**src/rtl/tos_pkg.sv**
```systemverilog
package tos_pkg;
  parameter int TC_W  = 3;
  parameter int ID_W  = 5;
  parameter int SEQ_W = 16;

  typedef enum logic [1:0] {
    K_POST = 2'd0,
    K_NPR  = 2'd1,
    K_CPL  = 2'd2,
    K_RSVD = 2'd3
  } kind_e;

  typedef struct packed {
    logic [TC_W-1:0]  tc;
    logic [ID_W-1:0]  id;
    logic [SEQ_W-1:0] seq;
  } ent_t;

  // modular age compare: a arrived before b
  function automatic logic is_older(logic [SEQ_W-1:0] a, logic [SEQ_W-1:0] b);
    logic [SEQ_W-1:0] d;
    d = a - b;
    return d[SEQ_W-1];
  endfunction
endpackage

```
**src/rtl/tos_queue.sv**
```systemverilog
module tos_queue
  import tos_pkg::*;
#(
  parameter int DEPTH = 8,
  localparam int IDX_W = (DEPTH > 1) ? $clog2(DEPTH) : 1,
  localparam int CNT_W = $clog2(DEPTH + 1)
) (
  input  logic             clk_i,
  input  logic             rst_ni,
  input  logic             push_i,
  input  ent_t             push_ent_i,
  input  logic             pop_i,
  input  logic [IDX_W-1:0] pop_idx_i,
  output ent_t             ent_o [DEPTH],
  output logic             vld_o [DEPTH],
  output logic             full_o
);
  ent_t             q_r [DEPTH];
  ent_t             q_n [DEPTH];
  logic [CNT_W-1:0] cnt_r, cnt_n;

  always_comb begin
    q_n   = q_r;
    cnt_n = cnt_r;
    if (pop_i) begin
      for (int i = 0; i < DEPTH - 1; i++)
        if (i >= int'(pop_idx_i)) q_n[i] = q_r[i+1];
      cnt_n = cnt_n - 1'b1;
    end
    if (push_i) begin
      for (int i = 0; i < DEPTH; i++)
        if (CNT_W'(i) == cnt_n) q_n[i] = push_ent_i;
      cnt_n = cnt_n + 1'b1;
    end
  end

  always_ff @(posedge clk_i or negedge rst_ni) begin
    if (!rst_ni) begin
      cnt_r <= '0;
      for (int i = 0; i < DEPTH; i++) q_r[i] <= '0;
    end else begin
      cnt_r <= cnt_n;
      q_r   <= q_n;
    end
  end

  always_comb begin
    for (int i = 0; i < DEPTH; i++) begin
      ent_o[i] = q_r[i];
      vld_o[i] = CNT_W'(i) < cnt_r;
    end
  end

  assign full_o = (cnt_r == CNT_W'(DEPTH));
endmodule

```
**src/rtl/tos_elig.sv**
```systemverilog
module tos_elig
  import tos_pkg::*;
#(
  parameter int DEPTH = 8,
  parameter int WIN   = 4,
  localparam int NC   = 2 + WIN
) (
  input  ent_t             p_ent_i [DEPTH],
  input  logic             p_vld_i [DEPTH],
  input  ent_t             n_ent_i,
  input  logic             n_vld_i,
  input  ent_t             c_ent_i [WIN],
  input  logic             c_vld_i [WIN],
  input  logic [2:0]       cred_i,
  input  logic             bridge_i,
  output logic             cand_vld_o [NC],
  output logic [SEQ_W-1:0] cand_seq_o [NC]
);
  logic n_blk;
  logic c_blk [WIN];
  logic c_dup [WIN];
  logic p_go;

  // older posted of the same class blocks everyone
  always_comb begin
    n_blk = 1'b0;
    for (int j = 0; j < DEPTH; j++)
      if (p_vld_i[j] && p_ent_i[j].tc == n_ent_i.tc && is_older(p_ent_i[j].seq, n_ent_i.seq))
        n_blk = 1'b1;
    for (int k = 0; k < WIN; k++) begin
      c_blk[k] = 1'b0;
      c_dup[k] = 1'b0;
      for (int j = 0; j < DEPTH; j++)
        if (p_vld_i[j] && p_ent_i[j].tc == c_ent_i[k].tc &&
            is_older(p_ent_i[j].seq, c_ent_i[k].seq))
          c_blk[k] = 1'b1;
      for (int j = 0; j < k; j++)
        if (c_vld_i[j] && c_ent_i[j].tc == c_ent_i[k].tc && c_ent_i[j].id == c_ent_i[k].id)
          c_dup[k] = 1'b1;
    end
  end

  assign p_go = p_vld_i[0] && cred_i[0];

  always_comb begin
    cand_vld_o[0] = p_go;
    cand_seq_o[0] = p_ent_i[0].seq;
    cand_vld_o[1] = n_vld_i && cred_i[1] && !n_blk;
    cand_seq_o[1] = n_ent_i.seq;
    for (int k = 0; k < WIN; k++) begin
      cand_vld_o[2+k] = c_vld_i[k] && cred_i[2] && !c_blk[k] && !c_dup[k] &&
                        !(bridge_i && p_go && p_ent_i[0].tc == c_ent_i[k].tc);
      cand_seq_o[2+k] = c_ent_i[k].seq;
    end
  end
endmodule

```
**src/rtl/tos_arb.sv**
```systemverilog
module tos_arb
  import tos_pkg::*;
#(
  parameter int NC = 6,
  localparam int SEL_W = $clog2(NC)
) (
  input  logic             cand_vld_i [NC],
  input  logic [SEQ_W-1:0] cand_seq_i [NC],
  output logic             sel_vld_o,
  output logic [SEL_W-1:0] sel_idx_o
);
  logic [SEQ_W-1:0] best_seq;

  always_comb begin
    sel_vld_o = 1'b0;
    sel_idx_o = '0;
    best_seq  = '0;
    for (int i = 0; i < NC; i++)
      if (cand_vld_i[i] && (!sel_vld_o || is_older(cand_seq_i[i], best_seq))) begin
        sel_vld_o = 1'b1;
        sel_idx_o = SEL_W'(i);
        best_seq  = cand_seq_i[i];
      end
  end
endmodule

```
**src/rtl/txn_order_sched.sv**
```systemverilog
module txn_order_sched
  import tos_pkg::*;
#(
  parameter int DEPTH = 8,
  parameter int WIN   = 4
) (
  input  logic            clk_i,
  input  logic            rst_ni,
  input  logic            in_valid_i,
  output logic            in_ready_o,
  input  logic [1:0]      in_kind_i,
  input  logic [TC_W-1:0] in_tc_i,
  input  logic [ID_W-1:0] in_id_i,
  input  logic [2:0]      cred_i,
  input  logic            bridge_mode_i,
  output logic            out_valid_o,
  input  logic            out_ready_i,
  output logic [1:0]      out_kind_o,
  output logic [TC_W-1:0] out_tc_o,
  output logic [ID_W-1:0] out_id_o
);
  localparam int NC    = 2 + WIN;
  localparam int SEL_W = $clog2(NC);
  localparam int IDX_W = (DEPTH > 1) ? $clog2(DEPTH) : 1;

  ent_t             q_ent [3][DEPTH];
  logic             q_vld [3][DEPTH];
  logic [3:0]       q_full;
  logic [2:0]       q_push, q_pop;
  logic [IDX_W-1:0] q_pidx [3];
  logic [SEQ_W-1:0] seq_r;
  ent_t             new_ent;
  logic             acc_in, fire;

  ent_t             c_ent [WIN];
  logic             c_vld [WIN];
  logic             cand_vld [NC];
  logic [SEQ_W-1:0] cand_seq [NC];
  logic             sel_vld;
  logic [SEL_W-1:0] sel_idx;
  logic [IDX_W-1:0] cpl_idx;

  assign q_full[3]  = 1'b1;
  assign in_ready_o = !q_full[in_kind_i];
  assign acc_in     = in_valid_i && in_ready_o;
  assign new_ent    = '{tc: in_tc_i, id: in_id_i, seq: seq_r};

  always_ff @(posedge clk_i or negedge rst_ni) begin
    if (!rst_ni)     seq_r <= '0;
    else if (acc_in) seq_r <= seq_r + 1'b1;
  end

  for (genvar g = 0; g < 3; g++) begin : g_q
    assign q_push[g] = acc_in && in_kind_i == 2'(g);
    assign q_pop[g]  = fire && out_kind_o == 2'(g);
    assign q_pidx[g] = (g == 2) ? cpl_idx : '0;
    tos_queue #(.DEPTH(DEPTH)) u_q (
      .clk_i      (clk_i),
      .rst_ni     (rst_ni),
      .push_i     (q_push[g]),
      .push_ent_i (new_ent),
      .pop_i      (q_pop[g]),
      .pop_idx_i  (q_pidx[g]),
      .ent_o      (q_ent[g]),
      .vld_o      (q_vld[g]),
      .full_o     (q_full[g])
    );
  end

  for (genvar k = 0; k < WIN; k++) begin : g_win
    assign c_ent[k] = q_ent[2][k];
    assign c_vld[k] = q_vld[2][k];
  end

  tos_elig #(.DEPTH(DEPTH), .WIN(WIN)) u_elig (
    .p_ent_i    (q_ent[0]),
    .p_vld_i    (q_vld[0]),
    .n_ent_i    (q_ent[1][0]),
    .n_vld_i    (q_vld[1][0]),
    .c_ent_i    (c_ent),
    .c_vld_i    (c_vld),
    .cred_i     (cred_i),
    .bridge_i   (bridge_mode_i),
    .cand_vld_o (cand_vld),
    .cand_seq_o (cand_seq)
  );

  tos_arb #(.NC(NC)) u_arb (
    .cand_vld_i (cand_vld),
    .cand_seq_i (cand_seq),
    .sel_vld_o  (sel_vld),
    .sel_idx_o  (sel_idx)
  );

  assign cpl_idx     = IDX_W'(sel_idx - SEL_W'(2));
  assign out_valid_o = sel_vld;
  assign fire        = sel_vld && out_ready_i;

  always_comb begin
    if (sel_idx == SEL_W'(0)) begin
      out_kind_o = K_POST;
      out_tc_o   = q_ent[0][0].tc;
      out_id_o   = q_ent[0][0].id;
    end else if (sel_idx == SEL_W'(1)) begin
      out_kind_o = K_NPR;
      out_tc_o   = q_ent[1][0].tc;
      out_id_o   = q_ent[1][0].id;
    end else begin
      out_kind_o = K_CPL;
      out_tc_o   = c_ent[cpl_idx].tc;
      out_id_o   = c_ent[cpl_idx].id;
    end
  end
endmodule

```
**config.mk**
```make
export PLATFORM = sky130hd
export DESIGN_NAME = txn_order_sched
export DESIGN_NICKNAME = d
export VERILOG_FILES = /design/src/rtl/tos_pkg.sv /design/src/rtl/tos_queue.sv /design/src/rtl/tos_elig.sv /design/src/rtl/tos_arb.sv /design/src/rtl/txn_order_sched.sv
export SDC_FILE = /design/constraint.sdc
export NUM_CORES = 2
export LEC_CHECK = 0
export CORE_MARGIN = 3
export CORE_UTILIZATION = 35
export DETAILED_ROUTE_END_ITERATION = 10
export PLACE_DENSITY = 0.56
export SLEW_MARGIN = 20
export SYNTH_ARGS = -nofsm -noshare
export SYNTH_HDL_FRONTEND = slang
export SYNTH_SLANG_ARGS = --single-unit
```
**constraint.sdc**
```tcl
create_clock -name clk_i -period 24.1 [get_ports clk_i]
set_input_delay 3.615 -clock clk_i [delete_from_list [all_inputs] [get_ports clk_i]]
set_output_delay 3.615 -clock clk_i [all_outputs]
set_load 0.01 [all_outputs]
```
* Word-level counts from Yosys, hierarchy flattened
Cells that the tools add are included.
Widths: inputs -> output; s select.
** Storage, ports and cells
- Register bits after elaboration :: 604
- Logic and storage cells :: 509
- Output and inout port bits :: 12
- Bits of input ports :: 18
** Cells by class
- Muxes and demuxes :: 116
- Order comparisons :: 22
- Reduce and logical (&&, ||, !) cells :: 160
- Equality and inequality tests :: 81
- $add $sub $neg :: 53
- Bitwise operators :: 1
** Operators with widths (number)
- $mux 24 :: 33
- $sub 16x16->16 :: 45
- $mux 192 :: 3
- $mux 168 :: 3
- $eq 3x3->1 :: 46
- $logic_and 1x1->1 :: 128
- $mux 16 :: 5
- $mux 1 :: 54
- $bmux 24 s2 :: 1
- $eq 3x4->1 const A :: 12
- $eq 5x5->1 :: 6
- $eq 2x4->1 const A :: 6
- $mux 4 :: 6
- $lt 1x4->1 const A :: 5
- $logic_not 1->1 :: 18
- $add 16x1->16 const B :: 1
- $lt 2x4->1 const A :: 4
- $lt 3x4->1 const A :: 4
- $add 4x1->4 const B :: 3
- $eq 1x4->1 const A :: 3
- $eq 4x4->1 const B :: 3
- $logic_not 4->1 :: 3
- $mux 3 :: 4
- $sub 4x1->4 const B :: 3
- other kinds (17) :: 34

* Logic depth before layout (Yosys ltp)
- Word-level depth :: 40
- Gate-level depth with buffers :: 94
- Depth with buffers taken out :: 82

* Cells and area by module
Synthesis repeated with hierarchy kept, for this count alone.
** Unflattened totals
- Cells, all modules :: 4871
- Area total of the unflattened synthesis :: 51151.6 µm²
** Modules (own cells, without submodules)
- tos_queue :: instances 3, sequential area each 4904.7 µm², area an instance 10112.2 µm², cells each 756
- tos_elig :: instances 1, sequential area each 0.0 µm², area an instance 16064.2 µm², cells each 1987
- tos_arb :: instances 1, sequential area each 0.0 µm², area an instance 3544.6 µm², cells each 502
- txn_order_sched :: instances 1, sequential area each 400.4 µm², area an instance 1206.2 µm², cells each 114

* Worst setup path before layout
No wires, ideal clock.
- Path kind :: input to output
- From :: input cred_i[0]
- To :: output out_id_o[0]
- Stages :: 77
- Arrival time :: 18.578 ns
- Slack :: 1.907 ns
- Path through :: and2_0 clkbuf_1 buf_1 nand2_1 ha_1 a21oi_1 nor2b_1 a2111oi_0 a21oi_1 nor4_1 mux2i_1 nor2_1 clkbuf_1 clkbuf_1 o21ai_0 inv_1 ha_1 a21o_1 [41 not listed] a21oi_1 nor2b_1 o21ai_0 nand2b_1 a21oi_1 nor2b_1 o21ai_0 nand2b_1 a21o_1 nand2b_1 o32a_1 o211a_1 o31a_1 inv_2 clkbuf_1 clkbuf_1 a21oi_1 o31ai_1
** On the way
- Cells in the longest elaborated chain, start to end :: 29
- Elaborated cells on any way between the ends :: 58
** RTL lines
- from (decl) :: RTL line txn_order_sched.sv:14 : input logic [2:0] cred_i,
- $logic_and 1x1->1 * :: RTL line tos_elig.sv:43 : assign p_go = p_vld_i[0] && cred_i[0];
- $mux 16 or $mux 1 (tied branches) :: RTL line tos_arb.sv:19 : if (cand_vld_i[i] && (!sel_vld_o || is_older(cand_seq_i[i], best_seq))) begin
- $sub 16x16->16 or $logic_not 1->1 (tied branches) :: RTL line tos_pkg.sv:22, tos_arb.sv:19
- $logic_or 1x1->1 :: RTL line tos_arb.sv:19
- $logic_and 1x1->1 :: RTL line tos_arb.sv:19
- $mux 16 or $mux 1 (tied branches) :: RTL line tos_arb.sv:19
- $sub 16x16->16 or $logic_not 1->1 (tied branches) :: RTL line tos_pkg.sv:22, tos_arb.sv:19
- $logic_or 1x1->1 :: RTL line tos_arb.sv:19
- [12 not listed]
- $logic_and 1x1->1 :: RTL line tos_arb.sv:19
- $mux 3 * :: RTL line tos_arb.sv:19
- $sub 3x2->3 :: RTL line txn_order_sched.sv:95 : assign cpl_idx = IDX_W'(sel_idx - SEL_W'(2));
- $not 3->4 (not written as such) :: RTL line txn_order_sched.sv:111 : out_id_o = c_ent[cpl_idx].id;
- $bmux 24 s2 :: RTL line txn_order_sched.sv:111
- $mux 24 (not written as such) (2 in a row) :: RTL line txn_order_sched.sv:111
- $mux 5 :: RTL line txn_order_sched.sv:104 : end else if (sel_idx == SEL_W'(1)) begin
- $mux 5 * :: RTL line txn_order_sched.sv:100 : if (sel_idx == SEL_W'(0)) begin
- to (decl) :: RTL line txn_order_sched.sv:20 : output logic [ID_W-1:0] out_id_o
Mark *: on every way between the ends. The rest lies on a longest branch, timed or not. The select of a mux whose other input is x is not followed.

* Worst setup path after layout
- From :: input cred_i[0]
- To :: output out_tc_o[2]
** On the way
- Cells in the longest elaborated chain, start to end :: 29
- Elaborated cells on any way between the ends :: 58
** RTL lines
- $logic_and 1x1->1 * :: RTL line tos_elig.sv:43
- $mux 16 or $mux 1 (tied branches) :: RTL line tos_arb.sv:19
- $sub 16x16->16 or $logic_not 1->1 (tied branches) :: RTL line tos_pkg.sv:22, tos_arb.sv:19
- $logic_or 1x1->1 :: RTL line tos_arb.sv:19
- $logic_and 1x1->1 :: RTL line tos_arb.sv:19
- $mux 16 or $mux 1 (tied branches) :: RTL line tos_arb.sv:19
- $sub 16x16->16 or $logic_not 1->1 (tied branches) :: RTL line tos_pkg.sv:22, tos_arb.sv:19
- $logic_or 1x1->1 :: RTL line tos_arb.sv:19
- [12 not listed]
- $logic_and 1x1->1 :: RTL line tos_arb.sv:19
- $mux 3 * :: RTL line tos_arb.sv:19
- $sub 3x2->3 :: RTL line txn_order_sched.sv:95
- $not 3->4 (not written as such) :: RTL line txn_order_sched.sv:110 : out_tc_o = c_ent[cpl_idx].tc;
- $bmux 24 s2 :: RTL line txn_order_sched.sv:110
- $mux 24 (2 in a row)
- $mux 3 :: RTL line txn_order_sched.sv:104
- $mux 3 * :: RTL line txn_order_sched.sv:100
- to (decl) :: RTL line txn_order_sched.sv:19 : output logic [TC_W-1:0] out_tc_o,
Marks and branches as above.

==> impl_metrics.py <==
metrics = {
    "critical_path": {
        "cp_slowest_stage_delay_ns": 0.62,
        "r2r_setup_slack_ns": 4.62,
        "cp_common_cell": "a21oi_1",
        "startpoint": "cred_i[0]",
        "worstPathMaxFanout": 19,
        "critPathLaunchType": "primary input",
        "crit_family": "compound AO/OA/AOI/OAI gates",
        "cp-end-kind": "primary output",
        "cp_num_buf_inv": 8,
        "critPathArrivalTime_ns": 19.17,
        "crit_type": "primary input to primary output",
        "r2r_start": "g_q[1].u_q.ent_o[169]",
        "crit_required_ns": 20.48,
        "crit_path_top_delay_cell": "clkdlybuf4s50_1",
    },
    "placement": {
        "gp_congestion": 0.9181,
        "dpl.hpwl_um": 124700,
        "io_buffers": 29,
        "placed_area_um2": 50440,
    },
    "routing": {
        "routedWlPerCell_um": 26.61,
        "vias_per_cell": 5.879,
        "detail-route-antenna-nets": 0,
        "routed_wl_um": 173900,
        "via_count": 38420,
        "first_pass_iters": 6,
        "drc_errors": 0,
        "drt_iter0_markers": 3690,
    },
    "sta": {
        "hold_violations": 0,
        "fin_crit_sh_pct": 94.56,
        "relSlewSlack_pct": 23.88,
        "fin_skew_ns": 0.03255,
        "setup_tns_ns": 0,
        "worst_pin_slew_ns": 1.142,
        "finalCriticalPeriod_ns": 22.79,
        "grt_setup_unrepaired": "no",
        "fmax_ghz": 0.04388,
        "setup_violations": 0,
        "drv_slew": 0,
    },
    "cts": {
        "insertion_delay_ns": 0.68,
        "cts_buffers": 74,
        "cts.sinks": 604,
        "clockBufferDepth": 3,
        "htree_levels": 3,
        "cts_hold_buf": 0,
        "clockRootBuffer": "clkbuf_16",
        "tritoncts": "yes",
        "path_clk_slew_ns": 0.06,
        "cts_resized": 0,
        "cts_setup_buffers": 0,
    },
    "layout": {
        "final_area_um2": 52850,
        "nNetsFinal": 5368,
        "layout_commonest_cell": "mux2i_1",
        "drive_above_1_share_pct": 6.611,
        "area_growth_pct": 9.430,
        "final_cell_mix": "mux2i_1 (918), ha_1 (655), dfrtp_1 (604)",
    },
    "logic_synthesis": {
        "synth_fp_nets": 5467,
        "ys_seq_area_share_pct": 31.29,
        "synth-edff-count": 0,
        "syn_area_per_cell_um2": 10.07,
        "synthFlopType": "dfrtp_1",
        "syn_area_um2": 48300,
        "synth.distinct_cells": 87,
        "ys_warn_count": 0,
        "synth-seq-cells": 604,
        "synthCells": 4794,
        "synth_async_sr_flop_share_pct": 100.0,
    },
    "global_route": {
        "grt_overflow": 0,
        "grt_use_met3_pct": 4.441,
        "grt_busiest_layer": "met2",
        "grt_pass1_vias": 37320,
        "grt_start_max_net_pins": 140,
        "met2_usage_pct": 37.33,
        "use_met1_pct": 33.20,
        "grt_pass1_wl_um": 257500,
        "antenna_found_initial": 2,
        "grt.total_usage_pct": 24.05,
    },
    "hold_path": {
        "hp-class": "flop to flop",
        "min-delay-start": "g_q[1].u_q.ent_o[13]",
    },
    "pwr": {
        "vdd_ir_drop_max_uv": 207.1,
        "cellPowerDensity_nw_per_um2": 144.1,
        "p_leak_nw": 26.42,
    },
    "floorplanning": {
        "dieArea_um2": 142500,
        "start_util_pct": 35.43,
        "io_pins": 30,
        "rows": 135,
        "core-area_um2": 136300,
        "dieWidth_um": 377.5,
        "fp.dieH_um": 377.5,
    },
    "flow_run": {
        "drv_cap": 0,
    },
    "outcome": {
        "status": "finished clean",
    },
}
state kept, by name (all words and copies together) (netlist names):
| register | cells |
|---|---|
| g_q.u_q.ent_o | 576 |
| seq_r | 16 |
| g_q.u_q.cnt_r | 12 |
Yosys cell counts, types with 72 or more instances:
master / instances / area share [%]
a21o_1: 166 / 2.6
a21oi_1: 272 / 2.8
a31oi_1: 72 / 0.93
clkbuf_1: 185 / 1.4
dfrtp_1: 604 / 31
ha_1: 655 / 17
inv_1: 146 / 1.1
mux2i_1: 918 / 19
nand2_1: 220 / 1.7
nand3_1: 120 / 1.2
nand4_1: 76 / 0.98
nor2_1: 133 / 1.0
o21ai_0: 183 / 1.9
xnor2_1: 133 / 2.4
xor2_1: 129 / 2.3
report_power, final:
part           internal [W]  total (W)  switching (W)
clock              0.000607    0.00109       0.000481
combinational       0.00188    0.00498        0.00310
sequential          0.00121    0.00155       0.000336
final timing paths:
kind	end	cells past startpoint
max	out_tc_o[2]	73
max in group asynchronous	g_q[2].u_q.ent_o[13]	4
min in group asynchronous	g_q[0].u_q.ent_o[121]	1
min	g_q[1].u_q.ent_o[13]	1
max reg2reg	g_q[2].u_q.ent_o[83]	79
min reg2reg	g_q[1].u_q.ent_o[13]	1
layout make-up:
cell class                      count  area, um2
Timing Repair Buffer              125       1065
Multi-Input combinational cell   3726      31510
Clock inverter                     22      212.7
Inverter                          164      615.6
Antenna cell                        4      10.01
Clock buffer                      109       2093
Tap cell                         1781       2228
Fill cell                       13170      83460
Sequential cell                   604      15110
cell families after synthesis:
logic type	synth area share [%]
XOR/XNOR	4.751
buffers and inverters	3.995
multiplexers	20.88
flip-flops	31.29
AND/OR/NAND/NOR	8.593
AO/OA/AOI/OAI	13.52
adder cells (fa/ha/maj)	16.97
through the flow:
stage | utilization, % | power (W) | std cells | setup slack, ns | hold slack (ns)
after floorplan | - | 0.004682 | 4794 | 1.907 | 0.4574
after detailed placement | 37.01 | 0.006376 | 6397 | 0.3776 | 0.4756
after CTS | 38.70 | 0.007495 | 6528 | 0.3165 | 0.4886
after global routing | 38.77 | 0.008075 | 6531 | 0.09992 | 0.5003
final | 38.77 | 0.007617 | 6535 | 1.311 | 0.4837
after global placement | 37.01 | 0.006313 | 6397 | 0.6865 | 0.4659
routing by layer:
layer  part of all wire [%]  wire length (um)
met1                     44             77220
met2                     44             77190
met3                    7.4             12830
met4                    3.8              6619
met5                 0.0075                13
Power figures use the tool's default switching activity.
